===== config.mk =====
export PLATFORM = sky130hd
export DESIGN_NAME = uart_addr_rx
export DESIGN_NICKNAME = d
export VERILOG_FILES = /design/src/rtl/uart_rx_pkg.sv /design/src/rtl/rx_vote.sv /design/src/rtl/rx_frame_fsm.sv /design/src/rtl/rx_word_fifo.sv /design/src/rtl/uart_addr_rx.sv
export SDC_FILE = /design/constraint.sdc
export NUM_CORES = 1
export LEC_CHECK = 0
export BUFFER_PORTS_ARGS = -buffer_cell sky130_fd_sc_hd__buf_2
export CAP_MARGIN = 10
export CORE_AREA = 2 2 82 84
export DETAILED_ROUTE_END_ITERATION = 16
export DIE_AREA = 0 0 84 86
export PLACE_DENSITY = 0.6
export SLEW_MARGIN = 25
export SYNTH_ARGS = -nofsm -noshare
export SYNTH_HDL_FRONTEND = slang
export SYNTH_HIERARCHICAL = 1
export SYNTH_SLANG_ARGS = --single-unit

===== constraint.sdc =====
create_clock -name clk -period 2.2 [get_ports clk]
set_input_delay 0.33 -clock clk [delete_from_list [all_inputs] [get_ports clk]]
set_output_delay 0.33 -clock clk [all_outputs]
set_load 0.01 [all_outputs]

===== src/rtl/uart_rx_pkg.sv =====
package uart_rx_pkg;
    localparam int RX_DATA_W = 8;

    typedef enum logic [1:0] {
        ST_IDLE,
        ST_START,
        ST_DATA,
        ST_STOP
    } rx_state_e;

    typedef struct packed {
        logic                 ferr;
        logic                 bit8;
        logic [RX_DATA_W-1:0] data;
    } rx_word_t;
endpackage


===== src/rtl/rx_vote.sv =====
module rx_vote #(
    parameter int OS_RATE = 16,
    parameter int CW      = $clog2(OS_RATE + 1)
) (
    input  logic          clk,
    input  logic          rst_n,
    input  logic          os_tick,
    input  logic [CW-1:0] tick_n,
    input  logic          rx_line,
    output logic          vote
);
    localparam int MID = OS_RATE / 2;

    logic samp_a;
    logic samp_b;

    always_ff @(posedge clk) begin
        if (!rst_n) begin
            samp_a <= 1'b1;
            samp_b <= 1'b1;
        end else if (os_tick) begin
            if (tick_n == CW'(MID - 1)) samp_a <= rx_line;
            if (tick_n == CW'(MID))     samp_b <= rx_line;
        end
    end

    // third sample is the live line on the tick after samp_b
    assign vote = (samp_a & samp_b) | (samp_a & rx_line) | (samp_b & rx_line);
endmodule


===== src/rtl/rx_frame_fsm.sv =====
module rx_frame_fsm
    import uart_rx_pkg::*;
#(
    parameter int OS_RATE = 16,
    parameter int DATA_W  = RX_DATA_W
) (
    input  logic     clk,
    input  logic     rst_n,
    input  logic     rx_en,
    input  logic     nine_bit,
    input  logic     os_tick,
    input  logic     rx_line,
    output logic     word_valid,
    output rx_word_t word
);
    localparam int CW  = $clog2(OS_RATE + 1);
    localparam int IW  = $clog2(DATA_W + 1);
    localparam int MID = OS_RATE / 2;

    rx_state_e       state;
    rx_state_e       state_nx;
    logic [CW-1:0]   cnt;
    logic [CW-1:0]   tick_n;
    logic [IW-1:0]   idx;
    logic [IW-1:0]   last_idx;
    logic [DATA_W:0] shreg;
    logic            vote;
    logic            at_mid;
    logic            at_end;
    logic            start_seen;

    assign tick_n     = cnt + 1'b1;
    assign at_mid     = os_tick && (tick_n == CW'(MID + 1));
    assign at_end     = os_tick && (tick_n == CW'(OS_RATE));
    assign start_seen = os_tick && !rx_line;
    assign last_idx   = nine_bit ? IW'(DATA_W) : IW'(DATA_W - 1);

    rx_vote #(.OS_RATE(OS_RATE), .CW(CW)) i_vote (
        .clk     (clk),
        .rst_n   (rst_n),
        .os_tick (os_tick),
        .tick_n  (tick_n),
        .rx_line (rx_line),
        .vote    (vote)
    );

    // state register
    always_ff @(posedge clk) begin
        if (!rst_n || !rx_en) state <= ST_IDLE;
        else                  state <= state_nx;
    end

    always_comb begin
        state_nx = state;
        unique case (state)
            ST_IDLE:  if (start_seen) state_nx = ST_START;
            ST_START: begin
                if (at_mid && vote) state_nx = ST_IDLE;
                else if (at_end)    state_nx = ST_DATA;
            end
            ST_DATA:  if (at_end && idx == last_idx) state_nx = ST_STOP;
            ST_STOP:  if (at_mid) state_nx = ST_IDLE;
            default:  state_nx = ST_IDLE;
        endcase
    end

    // tick counter, bit index and shift register
    always_ff @(posedge clk) begin
        if (!rst_n || !rx_en) begin
            cnt   <= '0;
            idx   <= '0;
            shreg <= '0;
        end else if (state == ST_IDLE) begin
            cnt <= start_seen ? CW'(1) : '0;
            idx <= '0;
        end else if (os_tick) begin
            cnt <= at_end ? '0 : tick_n;
            if (state == ST_DATA && at_mid) shreg[idx] <= vote;
            if (state == ST_DATA && at_end) idx <= idx + 1'b1;
        end
    end

    // outputs
    always_ff @(posedge clk) begin
        if (!rst_n) begin
            word_valid <= 1'b0;
            word       <= '0;
        end else begin
            word_valid <= rx_en && (state == ST_STOP) && at_mid;
            if (rx_en && (state == ST_STOP) && at_mid) begin
                word.ferr <= ~vote;
                word.bit8 <= nine_bit & shreg[DATA_W];
                word.data <= shreg[DATA_W-1:0];
            end
        end
    end
endmodule


===== src/rtl/rx_word_fifo.sv =====
module rx_word_fifo #(
    parameter int DEPTH = 2,
    parameter int W     = 10
) (
    input  logic         clk,
    input  logic         rst_n,
    input  logic         push,
    input  logic         pop,
    input  logic [W-1:0] wdata,
    output logic [W-1:0] rdata,
    output logic         not_empty,
    output logic         full
);
    localparam int PW = (DEPTH > 1) ? $clog2(DEPTH) : 1;
    localparam int NW = $clog2(DEPTH + 1);

    logic [W-1:0]  mem [DEPTH];
    logic [PW-1:0] wr_ptr;
    logic [PW-1:0] rd_ptr;
    logic [NW-1:0] count;
    logic          pop_ok;

    assign not_empty = (count != '0);
    assign full      = (count == NW'(DEPTH));
    assign pop_ok    = pop && not_empty;
    assign rdata     = not_empty ? mem[rd_ptr] : '0;

    always_ff @(posedge clk) begin
        if (push) mem[wr_ptr] <= wdata;
    end

    always_ff @(posedge clk) begin
        if (!rst_n) begin
            wr_ptr <= '0;
            rd_ptr <= '0;
            count  <= '0;
        end else begin
            if (push)   wr_ptr <= (wr_ptr == PW'(DEPTH - 1)) ? '0 : wr_ptr + 1'b1;
            if (pop_ok) rd_ptr <= (rd_ptr == PW'(DEPTH - 1)) ? '0 : rd_ptr + 1'b1;
            if (push && !pop_ok)      count <= count + 1'b1;
            else if (!push && pop_ok) count <= count - 1'b1;
        end
    end
endmodule


===== src/rtl/uart_addr_rx.sv =====
module uart_addr_rx
    import uart_rx_pkg::*;
#(
    parameter int OS_RATE = 16,
    parameter int DEPTH   = 2
) (
    input  logic                 clk,
    input  logic                 rst_n,
    input  logic                 rx_line,
    input  logic                 os_tick,
    input  logic                 rx_en,
    input  logic                 nine_bit,
    input  logic                 addr_det,
    input  logic                 rd_pop,
    output logic [RX_DATA_W-1:0] head_data,
    output logic                 head_bit8,
    output logic                 head_ferr,
    output logic                 data_avail,
    output logic                 overrun
);
    localparam int WW = $bits(rx_word_t);

    rx_word_t word;
    rx_word_t head;
    logic     word_valid;
    logic     word_bit8;
    logic     keep;
    logic     room;
    logic     full;
    logic     push_en;

    rx_frame_fsm #(.OS_RATE(OS_RATE), .DATA_W(RX_DATA_W)) i_fsm (
        .clk        (clk),
        .rst_n      (rst_n),
        .rx_en      (rx_en),
        .nine_bit   (nine_bit),
        .os_tick    (os_tick),
        .rx_line    (rx_line),
        .word_valid (word_valid),
        .word       (word)
    );

    assign word_bit8 = word.bit8;
    assign keep      = !(nine_bit && addr_det && !word_bit8);
    assign room      = !full || (rd_pop && data_avail);
    assign push_en   = rx_en && word_valid && keep && !overrun && room;

    always_ff @(posedge clk) begin
        if (!rst_n || !rx_en) overrun <= 1'b0;
        else if (word_valid && keep && !overrun && !room) overrun <= 1'b1;
    end

    rx_word_fifo #(.DEPTH(DEPTH), .W(WW)) i_fifo (
        .clk       (clk),
        .rst_n     (rst_n),
        .push      (push_en),
        .pop       (rd_pop),
        .wdata     (word),
        .rdata     (head),
        .not_empty (data_avail),
        .full      (full)
    );

    assign head_data = head.data;
    assign head_bit8 = head.bit8;
    assign head_ferr = head.ferr;
endmodule


==> reports/qor.txt <==
Sum of negative setup slack -> 0 ns
Cell at the slowest stage of the critical path -> or4_1
Io pins -> 20
Num rows -> 29
Total number of yosys warnings -> 6
Leakage power figure -> 1.17 nW
Final worst-path cycle share -> 90.0%
Final number of setup-violating endpoints -> 0
Number of hold-slack violations in the final timing report -> 0
Status -> finished clean
Overall die area -> 0.00722 mm^2
Signed area change from the synthesized netlist to the final layout -> 14.8%
Clock Pin Slew Worst Setup and Hold Paths -> 0.07 ns
Hold buffer count at cts -> 0
Worst relative slew slack -> 62.8%
Endpoint kind of the worst setup timing path -> flop
Buf/Inv on CP -> 0
Areal power density over the cells -> 744 mW/mm^2
Final nets -> 312
Count of port buffers added during placement -> 19
Worst Skew -> 0.00742 ns
Mapped Cells -> 274
#FFs+latches synth -> 59
Total number of vias -> 2009
Residual overflow from global routing -> 0
Post-synth net total -> 290
Routing usage on met3 -> 4.23%
Synth Area in Compound Gates -> 12.1%
Maximum number of pins on one net before global-route repair -> 21
Initial DRC count -> 49
Final Worst Setup Slack -> 0.219 ns
Sinks on the clock net -> 59
Via count of the first global-routing pass -> 1938
Critical path startpoint category -> flop
Clock root cell -> clkbuf_8
Cell breakdown of the critical path -> ha_2 -> nand4_1 -> o22a_1 -> nand2b_4 -> or4_1 -> a21oi_1
Unrepaired setup endpoints after global routing -> false
Floorplan Core Area -> 0.00628 mm^2
Drt wl/cell -> 13.5 um
Dominant combinational cell family by area after synthesis -> simple AND/OR/NAND/NOR gates
Parity-gate share of the synthesized area counting xor and xnor cells -> 2.82%
Final HPWL from detailed placement -> 3570 um
Number of vias per cell after detailed routing -> 5.31
Avg Cell Area, Syn -> 10.2 um^2
Share of the synthesized area in the top cell type -> 27.9%
Kind of path behind the tightest hold check -> in -> reg
Wire length of the first global-routing pass -> 9020 um
Fillers -> 570
Overall track demand over capacity in global routing -> 15.6%
Highest-utilization routing layer at the global route stage -> met2
Area share of fa/ha/maj cells after synthesis -> 3.93%
Vertical die dimension -> 86 um
DRT Pass-1 Iters -> 4
Clock period minus worst slack -> 1.98 ns
Most used DFF post-synth -> dfxtp_1
Diode count -> 0
Remaining DRCs -> 0
Share of synthesized area occupied by flip-flops and latches -> 49.4%
Maximum fanout count along the critical path -> 20
Routed WL -> 5100 um
Global-route met1 utilization -> 19.7%
Die W -> 84 um
Number of library cell types mapped by synthesis -> 52
GP Congestion -> 0.754
Max H-tree Level -> 3
CTS Buf Count -> 9
Share of post-route cells with drive strength above 1 -> 17.6%
Portion of netlist area occupied by mux cells -> 7.15%
Arrival time worst endpoint -> 2.25 ns
Biggest area consumer among synthesized cells -> dfxtp_1
Worst setup timing slack at the placement stage -> 0.103 ns
TritonCTS clock tree -> built
Cell family with the largest share of critical-path delay -> simple AND/OR/NAND/NOR gates
Max capacitance violation total -> 0
Maximum ir drop on the vdd rail -> 0.000346 V
Area of the mapped netlist -> 0.00280 mm^2
Count of final max-slew check failures -> 0
Startpoint-to-endpoint class of the critical path -> reg -> reg
Max stage delay on crit path -> 0.49 ns
Global Route met2 Usage -> 24.9%
Number of buffers on the longest clock path -> 2
Simple logic cell fraction of the synthesized area -> 19.9%
Sequential cell area -> 0.00138 mm^2
Required time of the critical path -> 2.46 ns
Actual transition at the worst max-transition pin -> 0.557 ns
Footprint of the multi-input gates -> 0.00129 mm^2
Share of the core filled with cells -> 51.2%
Initial cell density of the core -> 44.6%
Leading cell types by total area after synthesis -> dfxtp_1, edfxtp_1, mux2i_1, ha_1, nor2b_1
Number of antenna violations at the first check in global routing -> 0
Clock latency on the worst-skew pair -> 0.34 ns
Remaining antenna violation count -> 0
Synth async-reset ratio -> 0%
Highest achievable clock rate -> 0.505 GHz
Number of enable-type register cells in the synthesized netlist -> 20
worst paths after layout:
kind | start | end | slack [ns] | cells after the start
hold reg to reg | i_fsm/word[0] | i_fifo/mem[1][0] | 0.46 | 0
setup / recovery | i_fsm/cnt[0] | i_fsm/shreg[0] | 0.22 | 6
setup reg to reg | i_fsm/cnt[0] | i_fsm/shreg[0] | 0.22 | 6
hold / removal | rx_en | overrun | 0.26 | 3
through the flow:
step / area (um^2) / instances / total power [mW] / hold slack (ns)
5_1_grt: 3210 / 378 / 2.46 / 0.297
2_1_floorplan: 2800 / 274 / 1.17 / 0.408
3_5_place_dp: 2960 / 362 / 1.19 / 0.443
3_3_place_gp: 2960 / 362 / 1.19 / 0.438
6_report: 3210 / 378 / 2.39 / 0.256
4_1_cts: 3210 / 378 / 2.42 / 0.236
layout by cell type (no fill, tap or decap), types with 3 or more instances in the layout:
cell type,count
nand3_1,15
inv_1,9
edfxtp_1,20
xor2_1,5
ha_1,7
a31oi_1,5
or3_1,5
o31ai_1,4
nor3_1,6
nand2_1,13
bufinv_16,3
nor2b_1,13
or4_1,4
mux2i_1,20
nor2_1,18
and2_1,5
o21ai_0,12
xnor2_1,4
a21oi_1,15
buf_2,19
clkbuf_8,10
dfxtp_1,37
buf_4,8
repair_timing:
item | in CTS | in global routing
setup endpoints to repair | 0 | 10
setup buffers | 0 | 0
resized for setup | 0 | 3
endpoints found under the hold margin | 0 | 0
Yosys cell counts (2+ instances only):
library cell,instances
buf_4,2
nor2_1,18
o21ai_0,12
or4_1,4
a31oi_1,5
ha_1,8
inv_1,9
nor2b_1,13
o31ai_1,4
clkbuf_1,7
nand4b_1,2
buf_6,3
or3_1,5
nand4_1,2
and4b_1,2
edfxtp_1,20
a21boi_1,2
nor3_1,7
dfxtp_1,39
a21oi_1,15
or4b_1,2
nand2_1,13
and2_1,5
xor2_1,5
mux2i_1,20
a21boi_0,2
xnor2_1,4
and3_1,2
nand3_1,15
buf_2,4
a211oi_1,2
report_power, final:
group	internal [mW]	switching, mW
Clock	0.785	0.437
Combinational	0.0173	0.0284
Sequential	1.12	0.00419
Total	1.92	0.470
registers in the layout (all words and copies together), names as in the netlist, named ones only:
register / flops
i_fsm/shreg: 9
i_fsm/word_valid: 1
i_fsm/cnt: 5
i_fifo/rd_ptr: 1
i_fsm/word: 10
overrun: 1
i_fsm/i_vote/samp_b: 1
i_fsm/state: 1
i_fifo/wr_ptr: 1
i_fsm/i_vote/samp_a: 1
i_fsm/idx: 4
i_fifo/mem: 20
i_fifo/count: 2
layer usage:
layer	routed length (um)	up-vias
met1	2420	927
met3	208	9
met2	2390	33
li1	-	1040
met4	85	0
met5	0	-
worst register-to-register path, cell delays in order (launching register included):
cell	delay [ns]
dfxtp_2	0.40
ha_2	0.28
nand4_1	0.11
o22a_1	0.25
nand2b_4	0.23
or4_1	0.50
a21oi_1	0.14
cell families (layout without fill, tap and decap cells):
group,after synthesis,after routing
AOI/OAI and AO/OA,53,53
xor gates and xnor gates,9,9
adders and majority gates,9,9
buffers and inverters,26,53
DFF,59,59
muxes,20,20
and+or+nand+nor,98,98
cell type report:
cell class	instances	area share, %
clock buffers	10	4.28
clock inverters	6	3.46
inverters	10	1.17
multi-input cells	189	40.2
flip-flops and latches	59	43.1
well taps	77	3.00
repair buffers	27	4.83
Power figures use the tool's default switching activity.
